==> config.mk <==
export PLATFORM = sky130hd
export DESIGN_NAME = pgdram_ctrl
export DESIGN_NICKNAME = d
export VERILOG_FILES = /design/src/rtl/pgdram_pkg.sv /design/src/rtl/pgdram_addr_map.sv /design/src/rtl/pgdram_refresh_timer.sv /design/src/rtl/pgdram_page_track.sv /design/src/rtl/pgdram_ctrl.sv
export SDC_FILE = /design/constraint.sdc
export NUM_CORES = 1
export LEC_CHECK = 0
export BUFFER_PORTS_ARGS = -buffer_cell sky130_fd_sc_hd__buf_4
export CORE_UTILIZATION = 53
export CTS_CLUSTER_DIAMETER = 150
export DETAILED_ROUTE_END_ITERATION = 12
export PLACE_DENSITY_LB_ADDON = 0.3
export SLEW_MARGIN = 10
export SYNTH_ARGS = -nofsm -noshare
export SYNTH_HDL_FRONTEND = slang
export SYNTH_SLANG_ARGS = --single-unit
==> constraint.sdc <==
create_clock -name clk -period 3.1 [get_ports clk]
set_clock_uncertainty 0.05 [all_clocks]
set_input_delay 0.93 -clock clk [delete_from_list [all_inputs] [get_ports clk]]
set_output_delay 0.93 -clock clk [all_outputs]
set_load 0.02 [all_outputs]
==> src/rtl/pgdram_pkg.sv <==
package pgdram_pkg;

    localparam int DA_W   = 11;
    localparam int NBANK  = 4;
    localparam int BANK_W = $clog2(NBANK);
    localparam int ADDR_W = BANK_W + 2 * DA_W;

    typedef enum logic [3:0] {
        ST_IDLE,
        ST_PRE,
        ST_ROW,
        ST_COL,
        ST_NOBANK,
        ST_RPRE,
        ST_RCAS,
        ST_RRAS,
        ST_RREC
    } st_t;

    typedef struct packed {
        logic              populated;
        logic [BANK_W-1:0] bank;
        logic [DA_W-1:0]   row;
        logic [DA_W-1:0]   col;
    } loc_t;

    // Number of row (and column) bits for a capacity code.
    function automatic int unsigned side_bits(input logic [1:0] sz);
        case (sz)
            2'd0:    return 9;
            2'd1:    return 10;
            default: return 11;
        endcase
    endfunction

    function automatic loc_t split_addr(input logic [ADDR_W-1:0] a,
                                        input logic [1:0]        sz,
                                        input logic [NBANK-1:0]  mask);
        loc_t              r;
        logic [ADDR_W-1:0] cm;
        logic [ADDR_W-1:0] ext;
        int unsigned       n;
        n           = side_bits(sz);
        cm          = (ADDR_W'(1) << n) - ADDR_W'(1);
        r.col       = DA_W'(a & cm);
        r.row       = DA_W'((a >> n) & cm);
        ext         = a >> (2 * n);
        r.bank      = ext[BANK_W-1:0];
        r.populated = (ext < ADDR_W'(NBANK)) && mask[ext[BANK_W-1:0]];
        return r;
    endfunction

    function automatic logic in_refresh(input st_t s);
        return (s == ST_RPRE) || (s == ST_RCAS) || (s == ST_RRAS) || (s == ST_RREC);
    endfunction

endpackage

==> src/rtl/pgdram_addr_map.sv <==
module pgdram_addr_map
    import pgdram_pkg::*;
(
    input  logic [ADDR_W-1:0] addr,
    input  logic [1:0]        cfg_size,
    input  logic [NBANK-1:0]  cfg_bank_en,
    output loc_t              loc
);

    always_comb begin
        loc = split_addr(addr, cfg_size, cfg_bank_en);
    end

    // the column never exceeds the configured side width
    always_comb begin
        assert ((32'(loc.col) >> side_bits(cfg_size)) == 0)
            else $error("p_col_width_r2");
    end

endmodule

==> src/rtl/pgdram_refresh_timer.sv <==
module pgdram_refresh_timer #(
    parameter int PERIOD = 256
) (
    input  logic clk,
    input  logic rst,
    input  logic start,
    output logic pend
);

    localparam int CW = (PERIOD > 2) ? $clog2(PERIOD) : 1;

    logic [CW-1:0] cnt;
    logic          tick;

    assign tick = (cnt == CW'(PERIOD - 1));

    always_ff @(posedge clk) begin
        if (rst) begin
            cnt  <= '0;
            pend <= 1'b0;
        end else begin
            cnt <= tick ? '0 : cnt + CW'(1);
            if (tick)       pend <= 1'b1;
            else if (start) pend <= 1'b0;
        end
    end

    p_tick_raises_r8: assert property (@(posedge clk) disable iff (rst)
        tick |=> pend);

    p_start_needs_pend_r8: assert property (@(posedge clk) disable iff (rst)
        start |-> pend);

endmodule

==> src/rtl/pgdram_page_track.sv <==
module pgdram_page_track
    import pgdram_pkg::*;
(
    input  logic              clk,
    input  logic              rst,
    input  logic              open_en,
    input  logic [BANK_W-1:0] open_bank,
    input  logic [DA_W-1:0]   open_row,
    input  logic              close,
    input  logic [BANK_W-1:0] cmp_bank,
    input  logic [DA_W-1:0]   cmp_row,
    output logic              open_valid,
    output logic [BANK_W-1:0] cur_bank,
    output logic [DA_W-1:0]   cur_row,
    output logic              hit
);

    always_ff @(posedge clk) begin
        if (rst) begin
            open_valid <= 1'b0;
            cur_bank   <= '0;
            cur_row    <= '0;
        end else if (close) begin
            open_valid <= 1'b0;
        end else if (open_en) begin
            open_valid <= 1'b1;
            cur_bank   <= open_bank;
            cur_row    <= open_row;
        end
    end

    assign hit = open_valid && (cur_bank == cmp_bank) && (cur_row == cmp_row);

    p_closed_after_ref_r9: assert property (@(posedge clk) disable iff (rst)
        close |=> !open_valid);

    p_opened_row_kept_r4: assert property (@(posedge clk) disable iff (rst)
        (open_en && !close) |=> (open_valid && cur_row == $past(open_row)));

endmodule

==> src/rtl/pgdram_ctrl.sv <==
module pgdram_ctrl
    import pgdram_pkg::*;
#(
    parameter int DATA_W     = 8,
    parameter int REF_PERIOD = 512,
    parameter int REF_BURST  = 4
) (
    input  logic              clk,
    input  logic              rst,
    input  logic [1:0]        cfg_size,
    input  logic [NBANK-1:0]  cfg_bank_en,
    input  logic              req_valid,
    output logic              req_ready,
    input  logic [ADDR_W-1:0] req_addr,
    input  logic              req_we,
    input  logic [DATA_W-1:0] req_wdata,
    output logic              rd_valid,
    output logic [DATA_W-1:0] rd_data,
    output logic [DA_W-1:0]   dram_addr,
    output logic [NBANK-1:0]  dram_ras_n,
    output logic              dram_cas_n,
    output logic              dram_we_n,
    output logic [DATA_W-1:0] dram_wdata,
    input  logic [DATA_W-1:0] dram_rdata
);

    localparam int BW = (REF_BURST > 2) ? $clog2(REF_BURST) : 1;

    st_t               state, state_nx;
    loc_t              in_loc;
    loc_t              r_loc;
    logic              r_we;
    logic [DATA_W-1:0] r_wdata;
    logic [BW-1:0]     burst_cnt;
    logic              ref_pend;
    logic              ref_start;
    logic              accept;
    logic              open_valid;
    logic [BANK_W-1:0] open_bank;
    logic [DA_W-1:0]   open_row;
    logic              page_hit;

    pgdram_addr_map u_map (
        .addr        (req_addr),
        .cfg_size    (cfg_size),
        .cfg_bank_en (cfg_bank_en),
        .loc         (in_loc)
    );

    pgdram_refresh_timer #(.PERIOD(REF_PERIOD)) u_timer (
        .clk   (clk),
        .rst   (rst),
        .start (ref_start),
        .pend  (ref_pend)
    );

    pgdram_page_track u_page (
        .clk        (clk),
        .rst        (rst),
        .open_en    (state == ST_ROW),
        .open_bank  (r_loc.bank),
        .open_row   (r_loc.row),
        .close      (ref_start),
        .cmp_bank   (in_loc.bank),
        .cmp_row    (in_loc.row),
        .open_valid (open_valid),
        .cur_bank   (open_bank),
        .cur_row    (open_row),
        .hit        (page_hit)
    );

    assign req_ready = (state == ST_IDLE) && !ref_pend;
    assign accept    = req_valid && req_ready;
    assign ref_start = (state == ST_IDLE) && ref_pend;

    // Sequencer
    always_comb begin
        state_nx = state;
        case (state)
            ST_IDLE: begin
                if (ref_pend)                state_nx = ST_RPRE;
                else if (accept) begin
                    if (!in_loc.populated)   state_nx = ST_NOBANK;
                    else if (page_hit)       state_nx = ST_COL;
                    else if (open_valid)     state_nx = ST_PRE;
                    else                     state_nx = ST_ROW;
                end
            end
            ST_PRE:    state_nx = ST_ROW;
            ST_ROW:    state_nx = ST_COL;
            ST_COL:    state_nx = ST_IDLE;
            ST_NOBANK: state_nx = ST_IDLE;
            ST_RPRE:   state_nx = ST_RCAS;
            ST_RCAS:   state_nx = ST_RRAS;
            ST_RRAS:   state_nx = ST_RREC;
            ST_RREC:   state_nx = (burst_cnt == BW'(REF_BURST - 1)) ? ST_IDLE : ST_RCAS;
            default:   state_nx = ST_IDLE;
        endcase
    end

    always_ff @(posedge clk) begin
        if (rst) begin
            state     <= ST_IDLE;
            r_loc     <= '0;
            r_we      <= 1'b0;
            r_wdata   <= '0;
            burst_cnt <= '0;
            rd_valid  <= 1'b0;
            rd_data   <= '0;
        end else begin
            state <= state_nx;
            if (accept && !ref_pend) begin
                r_loc   <= in_loc;
                r_we    <= req_we;
                r_wdata <= req_wdata;
            end
            if (state == ST_RPRE)      burst_cnt <= '0;
            else if (state == ST_RREC) burst_cnt <= burst_cnt + BW'(1);
            rd_valid <= ((state == ST_COL) || (state == ST_NOBANK)) && !r_we;
            if (state == ST_COL)         rd_data <= dram_rdata;
            else if (state == ST_NOBANK) rd_data <= '1;
        end
    end

    // Strobe and address decode
    always_comb begin
        dram_ras_n = '1;
        dram_cas_n = 1'b1;
        dram_we_n  = 1'b1;
        dram_addr  = r_loc.row;
        case (state)
            ST_IDLE, ST_NOBANK: begin
                if (open_valid) dram_ras_n[open_bank] = 1'b0;
                dram_addr = open_row;
            end
            ST_ROW: begin
                dram_ras_n[r_loc.bank] = 1'b0;
            end
            ST_COL: begin
                dram_ras_n[r_loc.bank] = 1'b0;
                dram_cas_n = 1'b0;
                dram_we_n  = !r_we;
                dram_addr  = r_loc.col;
            end
            ST_RCAS: dram_cas_n = 1'b0;
            ST_RRAS: begin
                dram_cas_n = 1'b0;
                dram_ras_n = '0;
            end
            default: ;
        endcase
    end

    assign dram_wdata = r_wdata;

    p_single_bank_r10: assert property (@(posedge clk) disable iff (rst)
        !in_refresh(state) |-> ($countones(~dram_ras_n) <= 1));

    p_ref_holds_ready_r8: assert property (@(posedge clk) disable iff (rst)
        (dram_ras_n == '0) |-> !req_ready);

    p_cbr_order_r8: assert property (@(posedge clk) disable iff (rst)
        (dram_ras_n == '0) |-> (!dram_cas_n && $past(!dram_cas_n)));

    p_hit_fast_r4: assert property (@(posedge clk) disable iff (rst)
        (accept && in_loc.populated && page_hit) |=> (!dram_cas_n && $stable(dram_ras_n)));

    p_miss_pre_r6: assert property (@(posedge clk) disable iff (rst)
        (accept && in_loc.populated && !page_hit && open_valid) |=> (dram_ras_n == '1));

    p_unpop_quiet_r7: assert property (@(posedge clk) disable iff (rst)
        (accept && !in_loc.populated) |=> (dram_cas_n && $stable(dram_ras_n)));

    p_rd_pulse_r10: assert property (@(posedge clk) disable iff (rst)
        rd_valid |=> !rd_valid);

    p_no_accept_in_ref_r8: assert property (@(posedge clk) disable iff (rst)
        in_refresh(state) |-> !req_ready);

endmodule

=== Word-level counts from Yosys, hierarchy flattened ===
Index checks and enable logic that the tools add are counted.

* Add/subtract/negate cells: 3
* Magnitude comparators: 6
* Equality and inequality tests: 14
* Shifts and indexed selects: 3
* Mux-type cells: 23
* Bitwise operators: 5
* Reductions and logical operators: 24

{| class="wikitable"
|+ Operators with widths
! kind !! number
|-
| one-hot mux 4 bit (7 select lines) || 1
|-
| < comparator 24 x 3 -> 1 bit (second input constant) || 1
|-
| right shift 24 x 4 -> 11 bit || 1
|-
| right shift 24 x 5 -> 24 bit || 1
|-
| AND 11 bit || 2
|-
| one-hot mux 11 bit (2 select lines) || 1
|-
| equality test 4 x 3 -> 1 bit (second input constant) || 4
|-
| 2-to-1 mux 8 bit || 2
|-
| 2-to-1 mux 4 bit || 3
|-
| one-hot mux 4 bit (3 select lines) || 1
|-
| equality test 11 bit || 1
|-
| << shifter 1 x 4 -> 11 bit (first input constant) || 1
|-
| subtractor 11 x 2 -> 11 bit (second input constant) || 1
|-
| logical AND 1 bit || 10
|-
| OR reduction 2 bit || 5
|-
| adder 9 x 1 -> 9 bit (second input constant) || 1
|-
| equality test 9 bit (second input constant) || 1
|-
| < comparator 2 x 3 -> 1 bit (second input constant) || 3
|-
| equality test 4 x 2 -> 1 bit (second input constant) || 2
|-
| inverter 4 bit || 2
|-
| 2-to-1 mux 1 bit || 7
|-
| 2-to-1 mux 3 bit || 2
|-
| demux 1 bit (select 2 bit) || 2
|-
| equality test 4 x 1 -> 1 bit (second input constant) || 1
|-
| 18 further kinds || 22
|}

* Register bits after elaboration: 72
* Input port bits: 50
* Logic and storage cells: 92

=== Logic depth before layout (Yosys ltp) ===
* Word-level depth: 12
* Gate-level depth with buffers: 9

=== Cells and area by module ===
A second synthesis with hierarchy kept.

* Cell total of the unflattened synthesis: 490
* Area, all modules: 3679.8 um^2

{| class="wikitable"
|+ Modules (own cells, without submodules)
! module !! instances !! cells an instance !! area an instance (um^2) !! seq. area each (um^2)
|-
| pgdram_ctrl || 1 || 302 || 2214.6 || 960.9
|-
| pgdram_page_track || 1 || 78 || 626.9 || 280.3
|-
| pgdram_addr_map || 1 || 66 || 441.7 || 0.0
|-
| pgdram_refresh_timer || 1 || 44 || 396.6 || 200.2
|}

=== Worst setup path after synthesis ===
Ideal clock, no wire load.

* Kind: input port to flip-flop
* Start point: in cfg_size[0]
* End point: reg state[1]
* Arrival: 2481 ps
* Required time: 2927 ps
* Slack: 446 ps
* Stages: 7
* Cell sequence: buf_2 -> mux2_2 -> mux2i_4 -> mux4_2 -> nor2b_1 -> a21oi_1 -> o41ai_1

* Longest elaborated chain between the ends: 12
* Elaborated cells between the ends (all ways): 21

{| class="wikitable"
|+ Ends and longest elaborated chain
! item !! RTL line !! RTL
|-
| start: declaration || pgdram_ctrl.sv:10 || <nowiki>input logic [1:0] cfg_size,</nowiki>
|-
| equality test 2 x 1 -> 1 bit / logical NOT 2 bit (equally long branches) || pgdram_pkg.sv:29 || <nowiki>case (sz)</nowiki>
|-
| one-hot mux 2 bit (2 select lines) * || pgdram_pkg.sv:29 ||
|-
| << shifter 1 x 4 -> 11 bit || pgdram_pkg.sv:44 || <nowiki>cm = (ADDR_W'(1) << n) - ADDR_W'(1);</nowiki>
|-
| subtractor 11 x 2 -> 11 bit || pgdram_pkg.sv:44 ||
|-
| AND 11 bit || pgdram_pkg.sv:46 || <nowiki>r.row = DA_W'((a >> n) & cm);</nowiki>
|-
| equality test 11 bit || pgdram_page_track.sv:32 || <nowiki>assign hit = open_valid && (cur_bank == cmp_bank) && (cur_row == cmp_row);</nowiki>
|-
| logical AND 1 bit || pgdram_page_track.sv:32 ||
|-
| 2-to-1 mux 2 bit || pgdram_ctrl.sv:84 || <nowiki>else if (page_hit) state_nx = ST_COL;</nowiki>
|-
| 2-to-1 mux 3 bit * || pgdram_ctrl.sv:83 || <nowiki>if (!in_loc.populated) state_nx = ST_NOBANK;</nowiki>
|-
| 2-to-1 mux 4 bit * || pgdram_ctrl.sv:82 || <nowiki>else if (accept) begin</nowiki>
|-
| 2-to-1 mux 4 bit * || pgdram_ctrl.sv:81 || <nowiki>if (ref_pend) state_nx = ST_RPRE;</nowiki>
|-
| one-hot mux 4 bit (7 select lines) * || pgdram_ctrl.sv:79 || <nowiki>case (state)</nowiki>
|-
| end signal: assignment || pgdram_ctrl.sv:111 || <nowiki>state <= state_nx;</nowiki>
|-
| end: declaration || pgdram_ctrl.sv:29 || <nowiki>st_t state, state_nx;</nowiki>
|}

Every way passes the cells marked *; elsewhere a longest branch is shown, timed or not. The select of a mux whose other input is x is not followed.
A chain may end at the register's enable or synchronous reset.

=== Worst setup path after layout ===
* Start point: reg state[1]
* End point: out dram_addr[1]

* Longest elaborated chain between the ends: 3
* Elaborated cells between the ends (all ways): 5

{| class="wikitable"
|+ Ends and longest elaborated chain
! item !! RTL line !! RTL
|-
| equality test 4 x 3 -> 1 bit / logical NOT 4 bit (equally long branches) || pgdram_ctrl.sv:131 || <nowiki>case (state)</nowiki>
|-
| OR reduction 2 bit || pgdram_ctrl.sv:131 ||
|-
| one-hot mux 11 bit (2 select lines) * || pgdram_ctrl.sv:131 ||
|-
| end: declaration || pgdram_ctrl.sv:19 || <nowiki>output logic [DA_W-1:0] dram_addr,</nowiki>
|}

Every way passes the cells marked *; elsewhere a longest branch is shown, timed or not.

==> impl_metrics.ini <==
[clocking]
holdBufCountCts = 0
h-tree-depth = 3
cts_tree = done
clk_pin_slew_ns = 0.07
cts_root_buffer = clkbuf_8
cts_buffers = 9
clock_latency_ns = 0.35
max-clock-path-buffers = 2
cts.sinks = 72
cts_setup_buffers = 0
ctsResizeCount = 0

[yosys]
synth_top_area_share_pct = 40.7
synth_common_cells = nand2_1, dfxtp_1, a21oi_1
synth.most_common_cell = nand2_1
synth_simple_gate_area_share_pct = 26.2
synth_ff_type = dfxtp_1
synth_compound_area_share_pct = 17.0
synth_largest_area_cell = dfxtp_1
synth_fa_ha_area_share_pct = 1.06
netlist_instances = 471
ys_async_sr_fraction_pct = 0
synthMuxAreaShare_pct = 5.68
synth_top_family_by_area = simple AND/OR/NAND/NOR gates
synth_edf_count = 0
synth.avg_cell_area_um2 = 7.53
ys_top_cells_by_area = dfxtp_1, nand2_1, a21oi_1
synth_area_um2 = 3540
synthXorXnorAreaFrac_pct = 3.95
synth.yosys.seq_area_share_pct = 40.7
synth_nets = 524
ys_warn_count = 0
synth_cell_types = 45
synth_seq_cells = 72

[placed_design]
place_hpwl_um = 6460
port_buffers = 84
gp_congestion = 0.899

[die]
start_util_pct = 55.5
num_rows = 29
num_io_pins = 85
dieArea_um2 = 7020
die_x_um = 83.8
core_area_um2 = 6390
die_h_um = 83.8

[timing]
fin_crit_ns = 3.00
final-setup-viol-count = 0
drv_slew = 0
max_freq_mhz = 333
post-route-period-util_pct = 96.9
final.setup.tns_ns = 0
relSlewSlack_pct = 44.1
final_hold_viol_count = 0
rsz0062_at_grt = false
tightest_slew_ns = 0.838

[detailed_routing]
num_vias = 3549
wl_per_cell_um = 14.6
drc_errors = 0
wirelength_um = 9160
via_per_inst = 5.66
drt-pass1-iter-count = 6
antenna_left = 0
drt_iter0_markers = 325

[final_layout]
fillers = 559
seq_area_um2 = 1440
areaGrowthSynthToFinish_pct = 23.5
antenna_cells = 0
final_util_pct = 68.5
multi_input_area_um2 = 1910
drive_gt1_share_pct = 21.8
fin_nets = 600

[pwr]
power.density_nw_per_um2 = 526
leakagePower_uw = 0.00188
ir_drop_mv = 0.379

[grt]
grt_max_degree = 34
grt_util_all_layers_pct = 26.9
grt.overflow.total = 0
antenna_found_initial = 0
grt_pass1_vias = 3216
grt_pass1_wl_um = 15000

[setup_path]
critPathRequiredTime_ns = 2.12
crit_top_cell = nor2b_1
crit_chain = nor2b_1 > nor2b_1 > and2_1 > nor2_1 > a221o_1 > buf_4
startpoint_type = register
cp_slowest_cell = dfxtp_1
cp_max_fo = 7
cp-end-kind = output port
worstPathArrival_ns = 2.02
worstSetupPathType = reg -> out
slowest_delay_ns = 0.46

[run_status]
outcome = finished clean

[run]
cap_violations = 0

[hold_path]
hp-class = reg -> reg
-- metrics by stage --
step / hold slack, ns / setup WS (ns) / total power, uW / instance area [um^2] / cells
floorplan: 0.363 / 0.446 / 1420 / 3540 / 471
global placement: 0.375 / 0.330 / 1600 / 4200 / 613
detailed placement: 0.382 / 0.261 / 1620 / 4200 / 613
CTS: 0.396 / 0.101 / 2310 / 4380 / 627
global route: 0.432 / 0.0157 / 2410 / 4380 / 627
finish: 0.392 / 0.0959 / 2300 / 4380 / 627
-- state kept, by name, summed over array words and instances (netlist names) --
signal	cells
r_loc	24
u_page.cur_row	11
u_timer.cnt	9
dram_wdata	8
rd_data	8
state	4
burst_cnt	2
u_page.cur_bank	2
r_we	1
rd_valid	1
u_page.open_valid	1
u_timer.pend	1
-- cells by family (layout without fill, tap and decap cells) --
family,count (synthesis),after routing
flip-flops,72,72
multiplexers,17,17
buffers and inverters,41,120
XOR/XNOR,16,16
adder cells (fa/ha/maj),3,3
AO/OA/AOI/OAI,104,104
AND/OR/NAND/NOR,218,218
-- area by class of cell --
cell class | count | area share (%)
Clock inverter | 4 | 1.09
Multi-Input combinational cell | 358 | 43.6
Timing Repair Buffer | 95 | 16.3
Clock buffer | 10 | 2.92
Tap cell | 77 | 2.20
Inverter | 11 | 0.943
Sequential cell | 72 | 32.9
-- report_power, final --
| group | internal, uW | switching [uW] |
|---|---|---|
| clock | 360 | 338 |
| sequential | 995 | 51.4 |
| combinational | 228 | 327 |
-- critical path, delay by kind of cell, from the launching register on --
kind | cells | cell delay, ns
flip-flops | 1 | 0.46
AO/OA/AOI/OAI | 1 | 0.35
AND/OR/NAND/NOR | 4 | 0.71
buffers and inverters | 1 | 0.17
-- per-layer routing --
metal / vias up / global-route usage (%) / part of all wire, %
met5: - / 0 / 0
met4: 0 / 9.40 / 1.5
met3: 15 / 7.02 / 8.0
met2: 156 / 42.0 / 45
met1: 1645 / 36.0 / 45
li1: 1733 / - / -
-- path summary, 6_finish.rpt --
check	cells after the start	startpoint	slack (ns)	endpoint
setup / recovery	6	state[1]	0.1	dram_addr[1]
hold / removal	1	u_timer.cnt[0]	0.39	u_timer.cnt[0]
setup reg to reg	7	state[1]	0.72	r_loc[5]
hold reg to reg	1	u_timer.cnt[0]	0.39	u_timer.cnt[0]
-- placed cells by master (no fill, tap or decap), types with 10 or more instances in the layout --
master and count:
inv_1 10, nor2_1 55, a21oi_1 56, o21ai_0 19, nand2_1 113, buf_4 95, dfxtp_1 72, mux2i_1 10
nor3_1 13
Power figures use the tool's default switching activity.
